## src/rtl/irq_vec_pkg.sv

```systemverilog
package irq_vec_pkg;
   localparam int unsigned SRC_EXT = 0;
   localparam int unsigned SRC_TMR = 1;
   localparam int unsigned SRC_ADC = 2;

   localparam int unsigned CTRL_MST_BIT = 0;

   function automatic int unsigned en_bit(input int unsigned src);
      return 1 + src;
   endfunction

   function automatic int unsigned fl_bit(input int unsigned src, input int unsigned nsrc);
      return 1 + nsrc + src;
   endfunction
endpackage

```

## src/rtl/irq_flag_bank.sv

```systemverilog
module irq_flag_bank #(
   parameter int unsigned NUM_SRC = 3
) (
   input  logic               clk,
   input  logic               rst_n,
   input  logic               wr_en,
   input  logic [NUM_SRC-1:0] wr_val,
   input  logic [NUM_SRC-1:0] clr_mask,
   input  logic [NUM_SRC-1:0] set_evt,
   output logic [NUM_SRC-1:0] flags
);
   for (genvar i = 0; i < NUM_SRC; i++) begin : g_flag
      logic q, d;
      always_comb begin
         d = wr_en ? wr_val[i] : q;
         if (clr_mask[i]) d = 1'b0;
         if (set_evt[i])  d = 1'b1;
      end
      always_ff @(posedge clk or negedge rst_n) begin
         if (!rst_n) q <= 1'b0;
         else        q <= d;
      end
      assign flags[i] = q;
   end
endmodule

```

## src/rtl/irq_prio_pick.sv

```systemverilog
module irq_prio_pick #(
   parameter int unsigned NUM_SRC    = 3,
   parameter int unsigned VEC_W      = 8,
   parameter int unsigned VEC_BASE   = 4,
   parameter int unsigned VEC_STRIDE = 4
) (
   input  logic [NUM_SRC-1:0] req,
   output logic               any,
   output logic [NUM_SRC-1:0] grant,
   output logic [VEC_W-1:0]   vec
);
   logic [NUM_SRC-1:0] higher;

   for (genvar i = 0; i < NUM_SRC; i++) begin : g_chain
      if (i == 0) begin : g_top
         assign higher[i] = 1'b0;
      end else begin : g_rest
         assign higher[i] = higher[i-1] | req[i-1];
      end
      assign grant[i] = req[i] & ~higher[i];
   end

   assign any = |req;

   always_comb begin
      vec = '0;
      for (int i = 0; i < NUM_SRC; i++) begin
         if (grant[i]) vec = vec | VEC_W'(VEC_BASE + i * VEC_STRIDE);
      end
   end
endmodule

```

## src/rtl/irq_en_reg.sv

```systemverilog
module irq_en_reg #(
   parameter int unsigned NUM_SRC = 3
) (
   input  logic               clk,
   input  logic               rst_n,
   input  logic               wr_en,
   input  logic               wr_mst,
   input  logic [NUM_SRC-1:0] wr_src,
   input  logic               reti,
   input  logic               accept,
   output logic               mst,
   output logic [NUM_SRC-1:0] src_en
);
   logic mst_d;

   always_comb begin
      mst_d = wr_en ? wr_mst : mst;
      if (reti)   mst_d = 1'b1;
      if (accept) mst_d = 1'b0;
   end

   always_ff @(posedge clk or negedge rst_n) begin
      if (!rst_n) begin
         mst    <= 1'b0;
         src_en <= '0;
      end else begin
         mst <= mst_d;
         if (wr_en) src_en <= wr_src;
      end
   end
endmodule

```

## src/rtl/irq_vec_ctrl.sv

```systemverilog
module irq_vec_ctrl #(
   parameter int unsigned DATA_W     = 8,
   parameter int unsigned NUM_SRC    = 3,
   parameter int unsigned VEC_W      = 8,
   parameter int unsigned VEC_BASE   = 4,
   parameter int unsigned VEC_STRIDE = 4
) (
   input  logic              clk,
   input  logic              rst_n,
   input  logic              reg_wr,
   input  logic [DATA_W-1:0] reg_wdata,
   output logic [DATA_W-1:0] reg_rdata,
   input  logic              phase_stb,
   input  logic              ext_evt,
   input  logic              tmr_evt,
   input  logic              adc_evt,
   input  logic              stack_full,
   input  logic              ret_reti,
   input  logic              ret_plain,
   output logic              irq_ack,
   output logic [VEC_W-1:0]  irq_vec
);
   localparam int unsigned EN_LSB = 1;
   localparam int unsigned FL_LSB = 1 + NUM_SRC;
   localparam int unsigned USED_W = 1 + 2 * NUM_SRC;

   if (USED_W > DATA_W) begin : g_bad_width
      $error("control word too narrow for source count");
   end
   if (NUM_SRC != 3) begin : g_bad_src
      $error("event pins exist for exactly three sources");
   end
   if (VEC_BASE + (NUM_SRC - 1) * VEC_STRIDE >= (1 << VEC_W)) begin : g_bad_vec
      $error("vector range exceeds vector width");
   end

   logic               mst;
   logic [NUM_SRC-1:0] src_en, flags, pend, grant, clr_mask, evt;
   logic               any_pend, accept;
   logic [VEC_W-1:0]   win_vec;
   logic               ack_q;
   logic [VEC_W-1:0]   vec_q;
   logic               unused_ret;

   assign evt        = {adc_evt, tmr_evt, ext_evt};
   assign pend       = flags & src_en;
   assign accept     = phase_stb & mst & ~stack_full & any_pend;
   assign clr_mask   = accept ? grant : '0;
   assign unused_ret = ret_plain;

   irq_en_reg #(.NUM_SRC(NUM_SRC)) u_en (
      .clk    (clk),
      .rst_n  (rst_n),
      .wr_en  (reg_wr),
      .wr_mst (reg_wdata[irq_vec_pkg::CTRL_MST_BIT]),
      .wr_src (reg_wdata[EN_LSB +: NUM_SRC]),
      .reti   (ret_reti),
      .accept (accept),
      .mst    (mst),
      .src_en (src_en)
   );

   irq_flag_bank #(.NUM_SRC(NUM_SRC)) u_flags (
      .clk      (clk),
      .rst_n    (rst_n),
      .wr_en    (reg_wr),
      .wr_val   (reg_wdata[FL_LSB +: NUM_SRC]),
      .clr_mask (clr_mask),
      .set_evt  (evt),
      .flags    (flags)
   );

   irq_prio_pick #(
      .NUM_SRC    (NUM_SRC),
      .VEC_W      (VEC_W),
      .VEC_BASE   (VEC_BASE),
      .VEC_STRIDE (VEC_STRIDE)
   ) u_pick (
      .req   (pend),
      .any   (any_pend),
      .grant (grant),
      .vec   (win_vec)
   );

   always_ff @(posedge clk or negedge rst_n) begin
      if (!rst_n) begin
         ack_q <= 1'b0;
         vec_q <= '0;
      end else begin
         ack_q <= accept;
         if (accept) vec_q <= win_vec;
      end
   end

   always_comb begin
      reg_rdata = '0;
      reg_rdata[irq_vec_pkg::CTRL_MST_BIT] = mst;
      reg_rdata[EN_LSB +: NUM_SRC] = src_en;
      reg_rdata[FL_LSB +: NUM_SRC] = flags;
   end

   assign irq_ack = ack_q;
   assign irq_vec = vec_q;
endmodule

```

## config.mk

```make
export PLATFORM = sky130hd
export DESIGN_NAME = irq_vec_ctrl
export DESIGN_NICKNAME = d
export VERILOG_FILES = /design/src/rtl/irq_vec_pkg.sv /design/src/rtl/irq_flag_bank.sv /design/src/rtl/irq_prio_pick.sv /design/src/rtl/irq_en_reg.sv /design/src/rtl/irq_vec_ctrl.sv
export SDC_FILE = /design/constraint.sdc
export NUM_CORES = 1
export LEC_CHECK = 0
export BUFFER_PORTS_ARGS = -buffer_cell sky130_fd_sc_hd__clkbuf_2
export CORE_MARGIN = 8
export CORE_UTILIZATION = 36
export CTS_CLUSTER_DIAMETER = 40
export DETAILED_ROUTE_END_ITERATION = 6
export PLACE_DENSITY_LB_ADDON = 0.12
export SLEW_MARGIN = 20
export SYNTH_ARGS = -nofsm -noshare
export SYNTH_HDL_FRONTEND = slang
export SYNTH_SLANG_ARGS = --single-unit
```

## constraint.sdc

```tcl
create_clock -name clk -period 0.9 [get_ports clk]
set_input_delay 0.09 -clock clk [delete_from_list [all_inputs] [get_ports clk]]
set_output_delay 0.09 -clock clk [all_outputs]
set_load 0.01 [all_outputs]
```

* Word level (Yosys, flattened, before mapping)
Index checks and enable logic that the tools add are counted.
Word-level totals: register bits after elaboration 16, word-level logic and storage cells 38, bits of input ports 18
Operators by class: mux-type cells 16, bitwise logic cells 10, reductions and logical operators 5
Operators by type and width (count):
- $mux 1 | 12
- $reduce_bool 3->1 | 4
- $mux 4 | 2
- $mux 3 | 2
- $and 1x1->1 | 5
- $and 3x3->3 | 1
- $not 1->1 | 3
- $reduce_or 3->1 | 1
- $or 1x1->1 | 1

* Logic depth before layout (Yosys ltp)
Gate-level depths: netlist of run 1.
depth in word-level cells 7, mapped depth 4

* Hierarchy
Synthesis of run 1 repeated with hierarchy kept, for this count alone.
Unflattened totals: cell total of the unflattened synthesis 65, area total of the unflattened synthesis 827.0 µm²
By module, submodules not included:
- irq_vec_ctrl | area an instance 431.7 µm², cells an instance 28, instances 1
- irq_en_reg | area an instance 152.6 µm², cells an instance 10, instances 1
- irq_flag_bank | area an instance 150.1 µm², cells an instance 12, instances 1
- irq_prio_pick | area an instance 92.6 µm², cells an instance 15, instances 1

* Worst setup path after synthesis of run 1
Ideal clock, no wire load.
path type register to register, from register u_en.src_en[0], to register vec_q[2] (netlist: irq_vec[2]), cell stages (with the launch flop) 4, arrival time 0.874 ns, path slack -0.069 ns, period minus slack after synthesis 0.969 ns, buffers on the path 0, data required time 0.804 ns, cells stage by stage dfrtp_1 -> nand2_2 -> nor3b_2 -> a311oi_2
Between the ends: word-level cells in the longest chain between the ends 5, elaborated cells between the ends (all ways) 9, those cells by class mux: 3; bitwise: 5; reduce/logical: 1
Ends and longest elaborated chain:
- start, declared | RTL line irq_en_reg.sv:12 | output logic [NUM_SRC-1:0] src_en
- start signal, assigned | RTL line irq_en_reg.sv:28 | if (wr_en) src_en <= wr_src;
- $and 3x3->3 (*) | RTL line irq_vec_ctrl.sv:46 | assign pend = flags & src_en;
- $or 1x1->1 | RTL line irq_prio_pick.sv:18 | assign higher[i] = higher[i-1] | req[i-1];
- $not 1->1 | RTL line irq_prio_pick.sv:20 | assign grant[i] = req[i] & ~higher[i];
- $and 1x1->1 | RTL line irq_prio_pick.sv:20
- $mux 4 | RTL line irq_prio_pick.sv:28 | if (grant[i]) vec = vec | VEC_W'(VEC_BASE + i * VEC_STRIDE);
- end signal, assigned | RTL line irq_vec_ctrl.sv:91 | if (accept) vec_q <= win_vec;
- end, declared | RTL line irq_vec_ctrl.sv:42 | logic [VEC_W-1:0] vec_q;
Mark *: on every way between the ends. The rest lies on a longest branch, timed or not. A chain may end at the register's enable or synchronous reset.

* Worst setup path in the final report of run 1
from register u_en.mst, to register u_flags.g_flag[2].q
Between the ends: word-level cells in the longest chain between the ends 6, elaborated cells between the ends (all ways) 7, those cells by class mux: 3; bitwise: 3; reduce/logical: 1
Ends and longest elaborated chain:
- start, declared | RTL line irq_en_reg.sv:11 | output logic mst,
- start signal, assigned | RTL line irq_en_reg.sv:27 | mst <= mst_d;
- $and 1x1->1 (*) (3 in series) | RTL line irq_vec_ctrl.sv:47 | assign accept = phase_stb & mst & ~stack_full & any_pend;
- $mux 3 (*) | RTL line irq_vec_ctrl.sv:48 | assign clr_mask = accept ? grant : '0;
- $mux 1 | RTL line irq_flag_bank.sv:16 | if (clr_mask[i]) d = 1'b0;
- $mux 1 | RTL line irq_flag_bank.sv:17 | if (set_evt[i]) d = 1'b1;
- end signal, assigned | RTL line irq_flag_bank.sv:20 | if (!rst_n) q <= 1'b0;
- end signal, assigned | RTL line irq_flag_bank.sv:21 | else q <= d;
- end, declared | RTL line irq_flag_bank.sv:13 | logic q, d;
Marked as above.

==> run summary, run 1 <==
residual DRC count: 0
final setup violation count: 11
Worst Setup Start Kind: flop
Peak VDD IR: 0.9270 mV
WHS Path Cells: 2
CTS tree: done
Post-Synth Simple-Gate Area: 0.1499
adder-cell share of the synthesized area: 0
crit path max fanout: 7
Final nets: 99
DP Wirelength: 1038 um
Pleak: 0.4105 nW
status: finished, violations left
Hold WC Path Type: input pin to flop
CTS H-tree depth: 1
Mapped Cells: 48
fmax: 0.9949 GHz
R2R cell count: 3
Max Slew Vio Count: 0
Cell Area, Synth: 559.3 sq um
sequential cell area: 250.2 sq um
DR iter-0 viols: 6
post-synthesis compound-gate area fraction: 0.1186
total clock sinks: 10
commonest cells after routing, fill and taps aside: 20 x clkbuf_2, 10 x dfrtp_1, 9 x buf_6
Boundary Pins: 35
Crit path required time: 1.04 ns
yosys warns: 0
Final GP Congestion: 0.6453
Core ar.: 0.001489 sq mm
crit end category: flop
drt total wl: 1260 um
placed inst area: 695.7 sq um
die area: 0.003071 sq mm
die width: 55.42 um
Worst-Skew Late Latency: 0.26 ns
CTS root buffer: clkbuf_4
period utilization: 1.117
Detail Route Antenna Nets: 0
GRT overflow: 0
final hold vios: 0
global-route wire length before repair: 2132 um
WL/cell: 13.26 um
Fill cells: 139
mux share of post-synthesis cell area: 0.1141
Post-synth EDFFs: 0
post-synthesis sequential area ratio: 0.4474
largest family of logic cells by synthesized area: buffers and inverters
Vert. Die Dim: 55.42 um
post-layout min period: 1.005 ns
RSZ-0062 raised after global routing: true
commonest non-fill, non-tap cell in the layout: clkbuf_2
FP Rows: 14
Cell Pwr Density: 1598 mW/mm^2
Finished Cell Area: 789.5 sq um
layout cell share with drive strength beyond 1: 0.6329
Worst Clk Skew: 0.001609 ns
gr usage total: 0.08526
max-cap violations: 0
Vias/cell: 4.516
initial core utilization: 0.3756
drt first pass iters: 4
Async S/R FF share, synth: 1.000
Main synth FF type: dfrtp_1
vias in the first global route: 474
# diodes: 0
crit path DAT: 1.15 ns
routed vias: 429
CTS Buf Count: 3
Area Overhead vs Synth: 41.16%
Netlist cell types: 21
initial antenna violation count: 0
largest net degree at the start of global routing: 11
WS Path Type: flop to flop
port bufs: 25
failing checks: negative setup slack
Worst-path clk slew: 0.06 ns
Post-Synth XOR/XNOR Area: 0
multi-input logic area: 254.0 sq um
Pwr Total: 0.001261 W
Final WS setup: -0.1051 ns
Bufs on Longest Clock Path: 2
syn avg cell area: 11.65 sq um
synthesis-stage register bit count: 10
==> power by group <==
part	switching (W)	total, W	leakage, nW	internal (W)
registers	0.0000430	0.000553	0.113	0.000510
clock network	0.000138	0.000292	0.0138	0.000154
logic	0.000178	0.000416	0.284	0.000238
==> worst max-delay path: stages, from the launching register on <==
cell and delay [ns]:
dfrtp_1 0.40, nand3b_4 0.14, and4bb_2 0.30, o21bai_1 0.06
==> cells in the mapped netlist, drive strengths merged, types with 2 or more instances <==
master,count,share of area
o21bai,3,0.040
mux2i,3,0.054
nand2,3,0.025
dfrtp,10,0.45
buf,12,0.16
mux2,3,0.060
nor2,2,0.013
==> repair_timing <==
item / CTS / global route
gates resized for setup: 5 / 10
pin swaps: 2 / 4
buffers inserted: 0 / 2
endpoints found under the hold margin: 10 / 0
endpoints found under the setup margin: 12 / 16
hold buffers: 1 / 0
==> final timing paths <==
path | start | slack, ns | end
max in group asynchronous | rst_n | 0.46 | u_flags.g_flag[1].q$_DFFE_PN0P_
hold / removal | ext_evt | 0.02 | u_flags.g_flag[0].q$_DFFE_PN0P_
hold reg to reg | u_en.src_en[1]$_DFFE_PN0P_ | 0.56 | u_en.src_en[1]$_DFFE_PN0P_
min in group asynchronous | rst_n | 0.24 | u_flags.g_flag[2].q$_DFFE_PN0P_
setup reg to reg | u_en.mst$_DFFE_PN0P_ | -0.11 | u_flags.g_flag[2].q$_DFFE_PN0P_
setup / recovery | u_en.mst$_DFFE_PN0P_ | -0.11 | u_flags.g_flag[2].q$_DFFE_PN0P_
==> area by class of cell <==
| type | count | share of cell area |
|---|---|---|
| clock buffers | 3 | 0.02853 |
| inverters | 1 | 0.004754 |
| multi-input cells | 31 | 0.3217 |
| well taps | 16 | 0.02536 |
| repair buffers | 34 | 0.3027 |
| flip-flops and latches | 10 | 0.3170 |
==> registers in the layout (all words and copies together), names as in the netlist <==
register          count
irq_ack               1
irq_vec               2
u_flags.g_flag.q      3
u_en.src_en           3
u_en.mst              1
==> cells by family after synthesis <==
family	after synthesis
other	1
buffers and inverters	13
AO/OA/AOI/OAI	8
flip-flops	10
multiplexers	6
AND/OR/NAND/NOR	10
==> routing by layer <==
layer / GRT usage / share of wire / wire length (um)
met1: 0.08069 / 0.38 / 485
met2: 0.1426 / 0.51 / 643
met3: 0.06393 / 0.10 / 131
met4: 0.02113 / 0 / 0
met5: 0 / 0 / 0
==> stage by stage <==
stage	TNS (ns)	worst slack, ns	utilization	std cells	hold slack [ns]
2_1_floorplan	-0.1157	-0.05261	-	54	-0.2056
3_3_place_gp	-0.3436	-0.08970	0.4672	89	-0.02720
6_report	-0.7106	-0.1051	0.5303	95	0.01933
5_1_grt	-1.444	-0.1548	0.5303	95	0.02248
4_1_cts	-0.9325	-0.1173	0.5008	93	0.01129
3_5_place_dp	-0.4840	-0.1127	0.4672	89	-0.02534
Power figures use the tool's default switching activity.
==> inputs of run 2 (changes only) <==
==> constraint.sdc (replaced) <==
create_clock -name clk -period 0.9 [get_ports clk]
set_input_delay 0 -clock clk [delete_from_list [all_inputs] [get_ports clk]]
set_output_delay 0 -clock clk [all_outputs]
set_load 0.01 [all_outputs]
==> run 2 against run 1 <==
Against the previous run: the flow still finishes with violations (negative setup slack); via count rose by 9.3%; non-clock buffer count is 10 higher; global-route usage up 0.44 points; worst setup slack got worse by 0.022 ns; total power rose by 5.0%; first-iteration DRC count shrank 17%; die area is the same; count of clock-buffer cells in the layout did not move; cell count up 11%; flip-flop and latch count unchanged.
==> run summary, run 2 (same netlist as run 1, synthesis figures left out) <==
Vert. Die Dim: 55.42 um
Hold WC Path Type: input pin to flop
Vias/cell: 4.467
CTS H-tree depth: 1
residual DRC count: 0
DR iter-0 viols: 5
commonest cells after routing, fill and taps aside: 20 x clkbuf_2, 10 x dfrtp_1, 10 x buf_6
Worst Clk Skew: 0.007581 ns
vias in the first global route: 487
Core ar.: 0.001489 sq mm
Worst Setup Start Kind: flop
max-cap violations: 0
port bufs: 25
Hold WS: 0.02857 ns
die width: 55.42 um
worst path cell trace: nand3b_4 -> and4bb_2 -> o21bai_1
CP bufs+invs: 0
Max Slew Vio Count: 0
drt total wl: 1443 um
CTS tree: done
Post-Place Setup Slack: -0.1168 ns
FP Rows: 14
RSZ-0062 raised after global routing: true
slowest stage cell, crit path: dfrtp_1
Boundary Pins: 35
crit path DAT: 1.16 ns
largest net degree at the start of global routing: 11
flop2flop setup slack: -0.13 ns
CP peak stage delay: 0.40 ns
routed vias: 469
# diodes: 0
Crit path required time: 1.04 ns
Layout Cells excl Fill: 105
post-layout min period: 1.027 ns
period utilization: 1.141
Detail Route Antenna Nets: 0
initial core utilization: 0.3756
commonest non-fill, non-tap cell in the layout: clkbuf_2
Final WS setup: -0.1273 ns
gr usage total: 0.08968
drt first pass iters: 4
WL/cell: 13.74 um
global-route wire length before repair: 2221 um
fmax: 0.9734 GHz
die area: 0.003071 sq mm
status: finished, violations left
Area Overhead vs Synth: 63.76%
final hold vios: 0
Worst-path clk slew: 0.06 ns
final setup violation count: 8
sequential cell area: 250.2 sq um
total clock sinks: 10
crit path max fanout: 7
delay-heaviest family, CP: simple AND/OR/NAND/NOR gates
Worst-Skew Late Latency: 0.26 ns
WS Path Type: flop to flop
GRT overflow: 0
failing checks: negative setup slack
Final GP Congestion: 0.6154
Peak VDD IR: 0.8883 mV
CTS Buf Count: 3
CTS root buffer: clkbuf_4
Pleak: 0.4595 nW
Bufs on Longest Clock Path: 2
Cell Pwr Density: 1446 mW/mm^2
crit end category: flop
Fill cells: 129
DP Cell Count: 88
Final nets: 109
DP Wirelength: 1007 um
Final TNS setup: -0.5631 ns
multi-input logic area: 279.0 sq um
layout cell share with drive strength beyond 1: 0.6067
initial antenna violation count: 0
run 2: cell count changes in the layout (fill, tap and decap cells not counted), sizes merged:
cell / change
dlygate4sd3: +8
buf: +2
run 2: worst paths after layout:
check / depth (start not counted) / from / end
min reg2reg: 1 / irq_vec[3]$_DFFE_PN0P_ / irq_vec[3]$_DFFE_PN0P_
max reg2reg: 3 / u_en.mst$_DFFE_PN0P_ / u_flags.g_flag[2].q$_DFFE_PN0P_
max: 3 / u_en.mst$_DFFE_PN0P_ / u_flags.g_flag[2].q$_DFFE_PN0P_
min in group asynchronous: 2 / rst_n / u_en.mst$_DFFE_PN0P_
min: 3 / reg_wdata[4] / u_flags.g_flag[0].q$_DFFE_PN0P_
max in group asynchronous: 2 / rst_n / u_en.src_en[2]$_DFFE_PN0P_
run 2: cell type report:
class / count / share of cell area
clock buffers: 3 / 0.02459
well taps: 16 / 0.02186
flip-flops and latches: 10 / 0.2732
inverters: 1 / 0.004098
multi-input cells: 31 / 0.3046
repair buffers: 44 / 0.3716
run 2: what timing repair did:
item / CTS / global route
hold endpoints to repair: 17 / 0
setup buffers: 2 / 3
hold buffers: 9 / 0
pin swaps: 5 / 2
setup endpoints to repair: 9 / 11
gates resized for setup: 4 / 17
run 2: layer usage:
layer / share of wire / global-route usage / vias to the layer above
li1: - / - / 234
met1: 0.39 / 0.09200 / 211
met2: 0.52 / 0.1474 / 22
met3: 0.080 / 0.06621 / 2
met4: 0.0069 / 0.01056 / 0
met5: 0 / 0 / -
run 2: per-stage QoR:
step             util  power [W]  cell area [sq um]
4_1_cts        0.5580   0.001271              830.8
6_report       0.6151   0.001325              915.9
3_5_place_dp   0.4622  0.0009144              688.2
5_1_grt        0.6151   0.001419              915.9
3_3_place_gp   0.4622  0.0009113              688.2
2_1_floorplan       -  0.0007983              593.1
run 2: worst reg2reg max path, stage by stage (launching register included):
cell,delay [ns]
dfrtp_1,0.40
nand3b_4,0.14
and4bb_2,0.30
o21bai_1,0.06
run 2: power by group:
group	switching (W)	leakage (nW)	internal, W	total (W)
logic	0.000203	0.333	0.000274	0.000477
clock network	0.000138	0.0138	0.000154	0.000292
registers	0.0000459	0.113	0.000510	0.000556
